==> config.mk <==
export PLATFORM = sky130hd
export DESIGN_NAME = partial_word_merge_unit
export DESIGN_NICKNAME = d
export VERILOG_FILES = /design/src/rtl/pwm_pkg.sv /design/src/rtl/pwm_shift_merge.sv /design/src/rtl/pwm_ctrl.sv /design/src/rtl/partial_word_merge_unit.sv
export SDC_FILE = /design/constraint.sdc
export NUM_CORES = 1
export LEC_CHECK = 0
export CAP_MARGIN = 20
export CELL_PAD_IN_SITES_DETAIL_PLACEMENT = 0
export CELL_PAD_IN_SITES_GLOBAL_PLACEMENT = 1
export CORE_ASPECT_RATIO = 1.5
export CORE_MARGIN = 2
export CORE_UTILIZATION = 34
export CTS_CLUSTER_DIAMETER = 60
export DETAILED_ROUTE_END_ITERATION = 7
export DONT_BUFFER_PORTS = 1
export PLACE_DENSITY = 0.74
export SKIP_LAST_GASP = 1
export SYNTH_ARGS = -nofsm -noshare
export SYNTH_HDL_FRONTEND = slang
export SYNTH_SLANG_ARGS = --single-unit
==> constraint.sdc <==
create_clock -name clk -period 3.14 [get_ports clk]
set_input_delay 0.314 -clock clk [delete_from_list [all_inputs] [get_ports clk]]
set_output_delay 0.314 -clock clk [all_outputs]
set_load 0.05 [all_outputs]
==> src/rtl/pwm_pkg.sv <==
// Shared types for the partial-word merge unit.
// Assumes a two-bit operation code driven by the instruction decoder.
package pwm_pkg;

    typedef enum logic [1:0] {
        OP_LD_LEFT  = 2'b00,
        OP_LD_RIGHT = 2'b01,
        OP_ST_LEFT  = 2'b10,
        OP_ST_RIGHT = 2'b11
    } pw_op_e;

    typedef enum logic [1:0] {
        ST_IDLE  = 2'b00,
        ST_READ  = 2'b01,
        ST_WRITE = 2'b10,
        ST_DONE  = 2'b11
    } pw_state_e;

endpackage

==> src/rtl/pwm_shift_merge.sv <==
// Lane shifter and merger.
// Moves the source word (memory for loads, register for stores) by a whole
// number of lanes and fills the uncovered lanes from the other operand.
// Assumes DATA_W is a power-of-two multiple of LANE_W. Purely combinational.
module pwm_shift_merge
    import pwm_pkg::*;
#(
    parameter int DATA_W = 32,
    parameter int LANE_W = 8,
    parameter int LANES  = DATA_W / LANE_W,
    parameter int OFS_W  = $clog2(LANES)
) (
    input  pw_op_e              op,
    input  logic [OFS_W-1:0]    ofs,
    input  logic [DATA_W-1:0]   reg_val,
    input  logic [DATA_W-1:0]   mem_val,
    output logic [DATA_W-1:0]   merged
);

    localparam logic [OFS_W-1:0] LAST_OFS = {OFS_W{1'b1}};

    logic                dir_left;
    logic [OFS_W-1:0]    amt;
    logic [DATA_W-1:0]   src;
    logic [DATA_W-1:0]   other;
    logic [DATA_W-1:0]   moved;
    logic [LANES-1:0]    take_new;

    // Pick direction, lane count and operands from the operation.
    always_comb begin
        dir_left = (op == OP_LD_LEFT) || (op == OP_ST_RIGHT);
        if ((op == OP_LD_LEFT) || (op == OP_ST_LEFT)) begin
            amt = LAST_OFS - ofs;
        end else begin
            amt = ofs;
        end
        if ((op == OP_ST_LEFT) || (op == OP_ST_RIGHT)) begin
            src   = reg_val;
            other = mem_val;
        end else begin
            src   = mem_val;
            other = reg_val;
        end
        moved = dir_left ? (src << (int'(amt) * LANE_W))
                         : (src >> (int'(amt) * LANE_W));
    end

    // One selector per lane: shifted lane or kept lane.
    for (genvar g = 0; g < LANES; g++) begin : g_lane
        assign take_new[g] = dir_left ? (int'(amt) <= g) : (int'(amt) < (LANES - g));
        assign merged[g*LANE_W +: LANE_W] = take_new[g] ? moved[g*LANE_W +: LANE_W]
                                                        : other[g*LANE_W +: LANE_W];
    end

endmodule

==> src/rtl/pwm_ctrl.sv <==
// Sequencer for the partial-word merge unit.
// Accepts one request when idle. Issues an aligned read, then for stores an
// aligned write of the merged word, then pulses done for one cycle.
// Assumes memory read data is valid in the cycle mem_ready is high.
module pwm_ctrl
    import pwm_pkg::*;
#(
    parameter int ADDR_W = 32,
    parameter int DATA_W = 32,
    parameter int OFS_W  = 2
) (
    input  logic                clk,
    input  logic                rst_n,
    input  logic                req_valid,
    output logic                req_ready,
    input  logic [1:0]          req_op,
    input  logic [ADDR_W-1:0]   req_addr,
    input  logic [DATA_W-1:0]   req_reg,
    input  logic                req_dest_zero,
    input  logic                mem_ready,
    input  logic [DATA_W-1:0]   merged,
    output logic                mem_valid,
    output logic                mem_we,
    output logic [ADDR_W-1:0]   mem_addr,
    output logic [DATA_W-1:0]   mem_wdata,
    output logic                done,
    output logic                done_wr_en,
    output logic [DATA_W-1:0]   done_data,
    output pw_op_e              op_q,
    output logic [OFS_W-1:0]    ofs_q,
    output logic [DATA_W-1:0]   reg_q
);

    pw_state_e           state_q;
    logic [ADDR_W-1:0]   addr_q;
    logic [DATA_W-1:0]   result_q;
    logic                dz_q;
    logic                is_store;

    assign is_store = (op_q == OP_ST_LEFT) || (op_q == OP_ST_RIGHT);
    assign ofs_q    = addr_q[OFS_W-1:0];

    // State sequencing and request capture.
    always_ff @(posedge clk) begin
        if (!rst_n) begin
            state_q  <= ST_IDLE;
            op_q     <= OP_LD_LEFT;
            addr_q   <= '0;
            reg_q    <= '0;
            dz_q     <= 1'b0;
            result_q <= '0;
        end else begin
            case (state_q)
                ST_IDLE: begin
                    if (req_valid) begin
                        op_q    <= pw_op_e'(req_op);
                        addr_q  <= req_addr;
                        reg_q   <= req_reg;
                        dz_q    <= req_dest_zero;
                        state_q <= ST_READ;
                    end
                end
                ST_READ: begin
                    if (mem_ready) begin
                        result_q <= merged;
                        state_q  <= is_store ? ST_WRITE : ST_DONE;
                    end
                end
                ST_WRITE: begin
                    if (mem_ready) begin
                        state_q <= ST_DONE;
                    end
                end
                default: begin
                    state_q <= ST_IDLE;
                end
            endcase
        end
    end

    // Port-side decode of the current state.
    always_comb begin
        req_ready  = (state_q == ST_IDLE);
        mem_valid  = (state_q == ST_READ) || (state_q == ST_WRITE);
        mem_we     = (state_q == ST_WRITE);
        mem_addr   = {addr_q[ADDR_W-1:OFS_W], {OFS_W{1'b0}}};
        mem_wdata  = result_q;
        done       = (state_q == ST_DONE);
        done_wr_en = done && !is_store && !dz_q;
        done_data  = result_q;
    end

endmodule

==> src/rtl/partial_word_merge_unit.sv <==
// Top of the partial-word merge unit.
// Joins the sequencer with the lane merger. The merger sees live memory read
// data, so the merged word is captured in the read handshake cycle.
// Assumes one outstanding request and a single word-wide memory port.
module partial_word_merge_unit
    import pwm_pkg::*;
#(
    parameter int ADDR_W = 32,
    parameter int DATA_W = 32,
    parameter int LANE_W = 8
) (
    input  logic                clk,
    input  logic                rst_n,
    input  logic                req_valid,
    output logic                req_ready,
    input  logic [1:0]          req_op,
    input  logic [ADDR_W-1:0]   req_addr,
    input  logic [DATA_W-1:0]   req_reg,
    input  logic                req_dest_zero,
    output logic                mem_valid,
    input  logic                mem_ready,
    output logic                mem_we,
    output logic [ADDR_W-1:0]   mem_addr,
    output logic [DATA_W-1:0]   mem_wdata,
    input  logic [DATA_W-1:0]   mem_rdata,
    output logic                done,
    output logic                done_wr_en,
    output logic [DATA_W-1:0]   done_data
);

    localparam int LANES = DATA_W / LANE_W;
    localparam int OFS_W = $clog2(LANES);

    pw_op_e              op_q;
    logic [OFS_W-1:0]    ofs_q;
    logic [DATA_W-1:0]   reg_q;
    logic [DATA_W-1:0]   merged;

    pwm_ctrl #(
        .ADDR_W (ADDR_W),
        .DATA_W (DATA_W),
        .OFS_W  (OFS_W)
    ) u_ctrl (
        .clk           (clk),
        .rst_n         (rst_n),
        .req_valid     (req_valid),
        .req_ready     (req_ready),
        .req_op        (req_op),
        .req_addr      (req_addr),
        .req_reg       (req_reg),
        .req_dest_zero (req_dest_zero),
        .mem_ready     (mem_ready),
        .merged        (merged),
        .mem_valid     (mem_valid),
        .mem_we        (mem_we),
        .mem_addr      (mem_addr),
        .mem_wdata     (mem_wdata),
        .done          (done),
        .done_wr_en    (done_wr_en),
        .done_data     (done_data),
        .op_q          (op_q),
        .ofs_q         (ofs_q),
        .reg_q         (reg_q)
    );

    pwm_shift_merge #(
        .DATA_W (DATA_W),
        .LANE_W (LANE_W),
        .LANES  (LANES),
        .OFS_W  (OFS_W)
    ) u_merge (
        .op      (op_q),
        .ofs     (ofs_q),
        .reg_val (reg_q),
        .mem_val (mem_rdata),
        .merged  (merged)
    );

endmodule

==> results.json <==
{
  "cp-end-kind": "register",
  "syn_avg_cell_area_um2": 7.502,
  "regArea_um2": 2026,
  "max_freq_ghz": 0.3785,
  "vias": 5569,
  "drcViolationCount": 0,
  "wl_met2_um": 11220,
  "crit_type": "register to register",
  "pin_count": 204,
  "min_period_ns": 2.642,
  "slew_headroom_pct": 29.02,
  "drtAntennaViolNets": 0,
  "worstMarginPinSlew_ns": 1.063,
  "post-place-ws_ns": 0.4955,
  "clockBufferDepth": 2,
  "grtUsageTotal_pct": 21.96,
  "drv_slew": 0,
  "initial_core_util_pct": 34.40,
  "r2r_slack_ns": 0.50,
  "root_buffer": "clkbuf_16",
  "tns_ns": 0,
  "drt-pass1-iter-count": 7,
  "status": "complete, no violations",
  "synth_edf_count": 0,
  "die_h_um": 165.9,
  "path_max_fanout": 50,
  "post_cts_buffers": 0,
  "synthDistinctLibCells": 58,
  "fin_ws_ns": 0.4982,
  "diodes": 0,
  "multi_input_area_um2": 3377,
  "clkSlewWorstSetupHoldPaths_ns": 0.08,
  "drt_iter0_markers": 458,
  "synth_common_cells": "nand2_1, a21oi_1, dfxtp_1",
  "grt_start_max_net_pins": 51,
  "peakVddDrop_uv": 483.6,
  "finalHoldViolations": 0,
  "antenna_found_initial": 0,
  "placedCellCount": 942,
  "power.density_nw_per_um2": 1038,
  "wl_per_cell_um": 22.00,
  "globalplace.congestion": 0.9326,
  "area_growth_pct": 5.138,
  "routed_wl_um": 21080,
  "insertion_delay_ns": 0.36,
  "rsz0062_at_grt": "no",
  "arrival_ns": 2.91,
  "ctsHoldBuffers": 0,
  "leakage_uw": 0.002224,
  "wl_met1_um": 7477,
  "grt_pass1_wl_um": 31900,
  "synthFlopType": "dfxtp_1",
  "numCtsBuffers": 9,
  "worstHoldPathType": "input port to register",
  "row_count": 59,
  "clkSinkCount": 101,
  "place_hpwl_um": 16210,
  "synth.most_common_cell": "nand2_1",
  "seq_area_frac_synth_pct": 34.03,
  "wl_met3_um": 1524,
  "dieArea_um2": 18570,
  "post_drt_via_cell_ratio": 5.813,
  "ys_ff_latch": 101,
  "drv_cap": 0,
  "stdcell_count": 958,
  "drive_gt1_share_pct": 10.07,
  "routed.top_layer": "met4",
  "netlist_top_cells_area": "dfxtp_1, nand2_1, a21oi_1",
  "htree_levels": 3,
  "die-width_um": 111.9,
  "nets": 850,
  "netlist_instances": 792,
  "crit_required_ns": 3.40,
  "port-buffer-count": 0,
  "period_share_pct": 84.13,
  "cts_resized": 0,
  "netlist.area_leader.share_pct": 34.03,
  "grt_pass1_vias": 5528,
  "yosysWarnings": 0,
  "core_area_um2": 17270,
  "grt_overflow": 0,
  "setup_viol": 0,
  "cts_tree": "yes",
  "ys_async_sr_fraction_pct": 0,
  "whs_ns": 0.07566,
  "cp-start-kind": "register",
  "finalClockSkew_ns": 0.008216,
  "synthesis.area_um2": 5942,
  "nFillCells": 1922,
  "synth_top_area_cell": "dfxtp_1"
}
==> report_power, final <==
| part | switching (uW) | leakage (uW) | total, uW | internal (uW) |
|---|---|---|---|---|
| Clock | 548 | 0.000143 | 1100 | 549 |
| Sequential | 1080 | 0.000827 | 2650 | 1560 |
| Combinational | 1880 | 0.00125 | 2740 | 857 |
==> placed cells by master, fill, tap and decap left out, types with 5 or more instances in the layout <==
| cell | instances |
|---|---|
| mux2i_1 | 30 |
| a31oi_1 | 16 |
| nor2b_1 | 17 |
| buf_4 | 29 |
| clkbuf_16 | 9 |
| nand2_1 | 169 |
| o311ai_1 | 15 |
| inv_1 | 8 |
| o21ai_0 | 57 |
| ha_1 | 7 |
| a221oi_1 | 5 |
| a22oi_1 | 13 |
| dfxtp_1 | 100 |
| a22o_1 | 9 |
| a21oi_1 | 117 |
| mux2_2 | 13 |
| nor3_1 | 6 |
| o21ai_1 | 18 |
| nand3_1 | 13 |
| nor2_1 | 22 |
| a211oi_1 | 17 |
==> state kept, by name, indices dropped and copies added (netlist names) <==
signal and count:
u_ctrl.addr_q 32, u_ctrl.done_data 32, u_ctrl.reg_q 32, u_ctrl.op_q 2, u_ctrl.state_q 2, u_ctrl.dz_q 1
==> metal layers <==
layer | vias up | track usage, %
met5 | - | 0
met2 | 255 | 40.74
met1 | 2575 | 22.80
met4 | 0 | 10.45
li1 | 2685 | -
met3 | 54 | 5.547
==> worst paths after layout <==
kind              cells past startpoint       startpoint                  end
setup / recovery                      9   u_ctrl.op_q[0]  u_ctrl.done_data[8]
hold / removal                        2     req_addr[23]    u_ctrl.addr_q[23]
setup reg to reg                      9   u_ctrl.op_q[0]  u_ctrl.done_data[8]
hold reg to reg                       2  u_ctrl.reg_q[8]      u_ctrl.reg_q[8]
==> metrics by stage <==
| step | total power [uW] | utilization, % | area [um2] |
|---|---|---|---|
| after floorplan | 4759 | - | 5946 |
| final | 6483 | 36.17 | 6247 |
| after CTS | 6513 | 36.17 | 6247 |
| after global placement | 5400 | 34.51 | 5961 |
| after global routing | 6843 | 36.17 | 6247 |
| after detailed placement | 5404 | 34.51 | 5961 |
==> cell type report <==
type                    count  area share (%)
multi-input cells         588           54.06
clock inverters             7          0.9814
inverters                   9          0.5408
repair buffers             31           4.126
well taps                 213           4.266
flip-flops and latches    101           32.43
clock buffers               9           3.605
==> cell families (layout without fill, tap and decap cells) <==
logic type,after synthesis,count (layout),share of synthesized area [%]
muxes,44,44,7.707
DFF,101,101,34.03
adders and majority gates,7,7,1.474
and+or+nand+nor,246,246,18.05
other,1,2,0.06311
AOI/OAI and AO/OA,289,289,29.31
buffers and inverters,104,56,9.370
==> critical path, stage by stage, from the launching register on <==
cell and delay (ns):
dfxtp_1 0.35, inv_1 0.07, ha_1 0.30, buf_4 0.22
or3_4 0.46, and2_1 0.22, buf_12 0.19, a21oi_1 0.34
nor2_1 0.13, o311ai_1 0.26
Note: power is estimated with default switching activity, not from simulation.
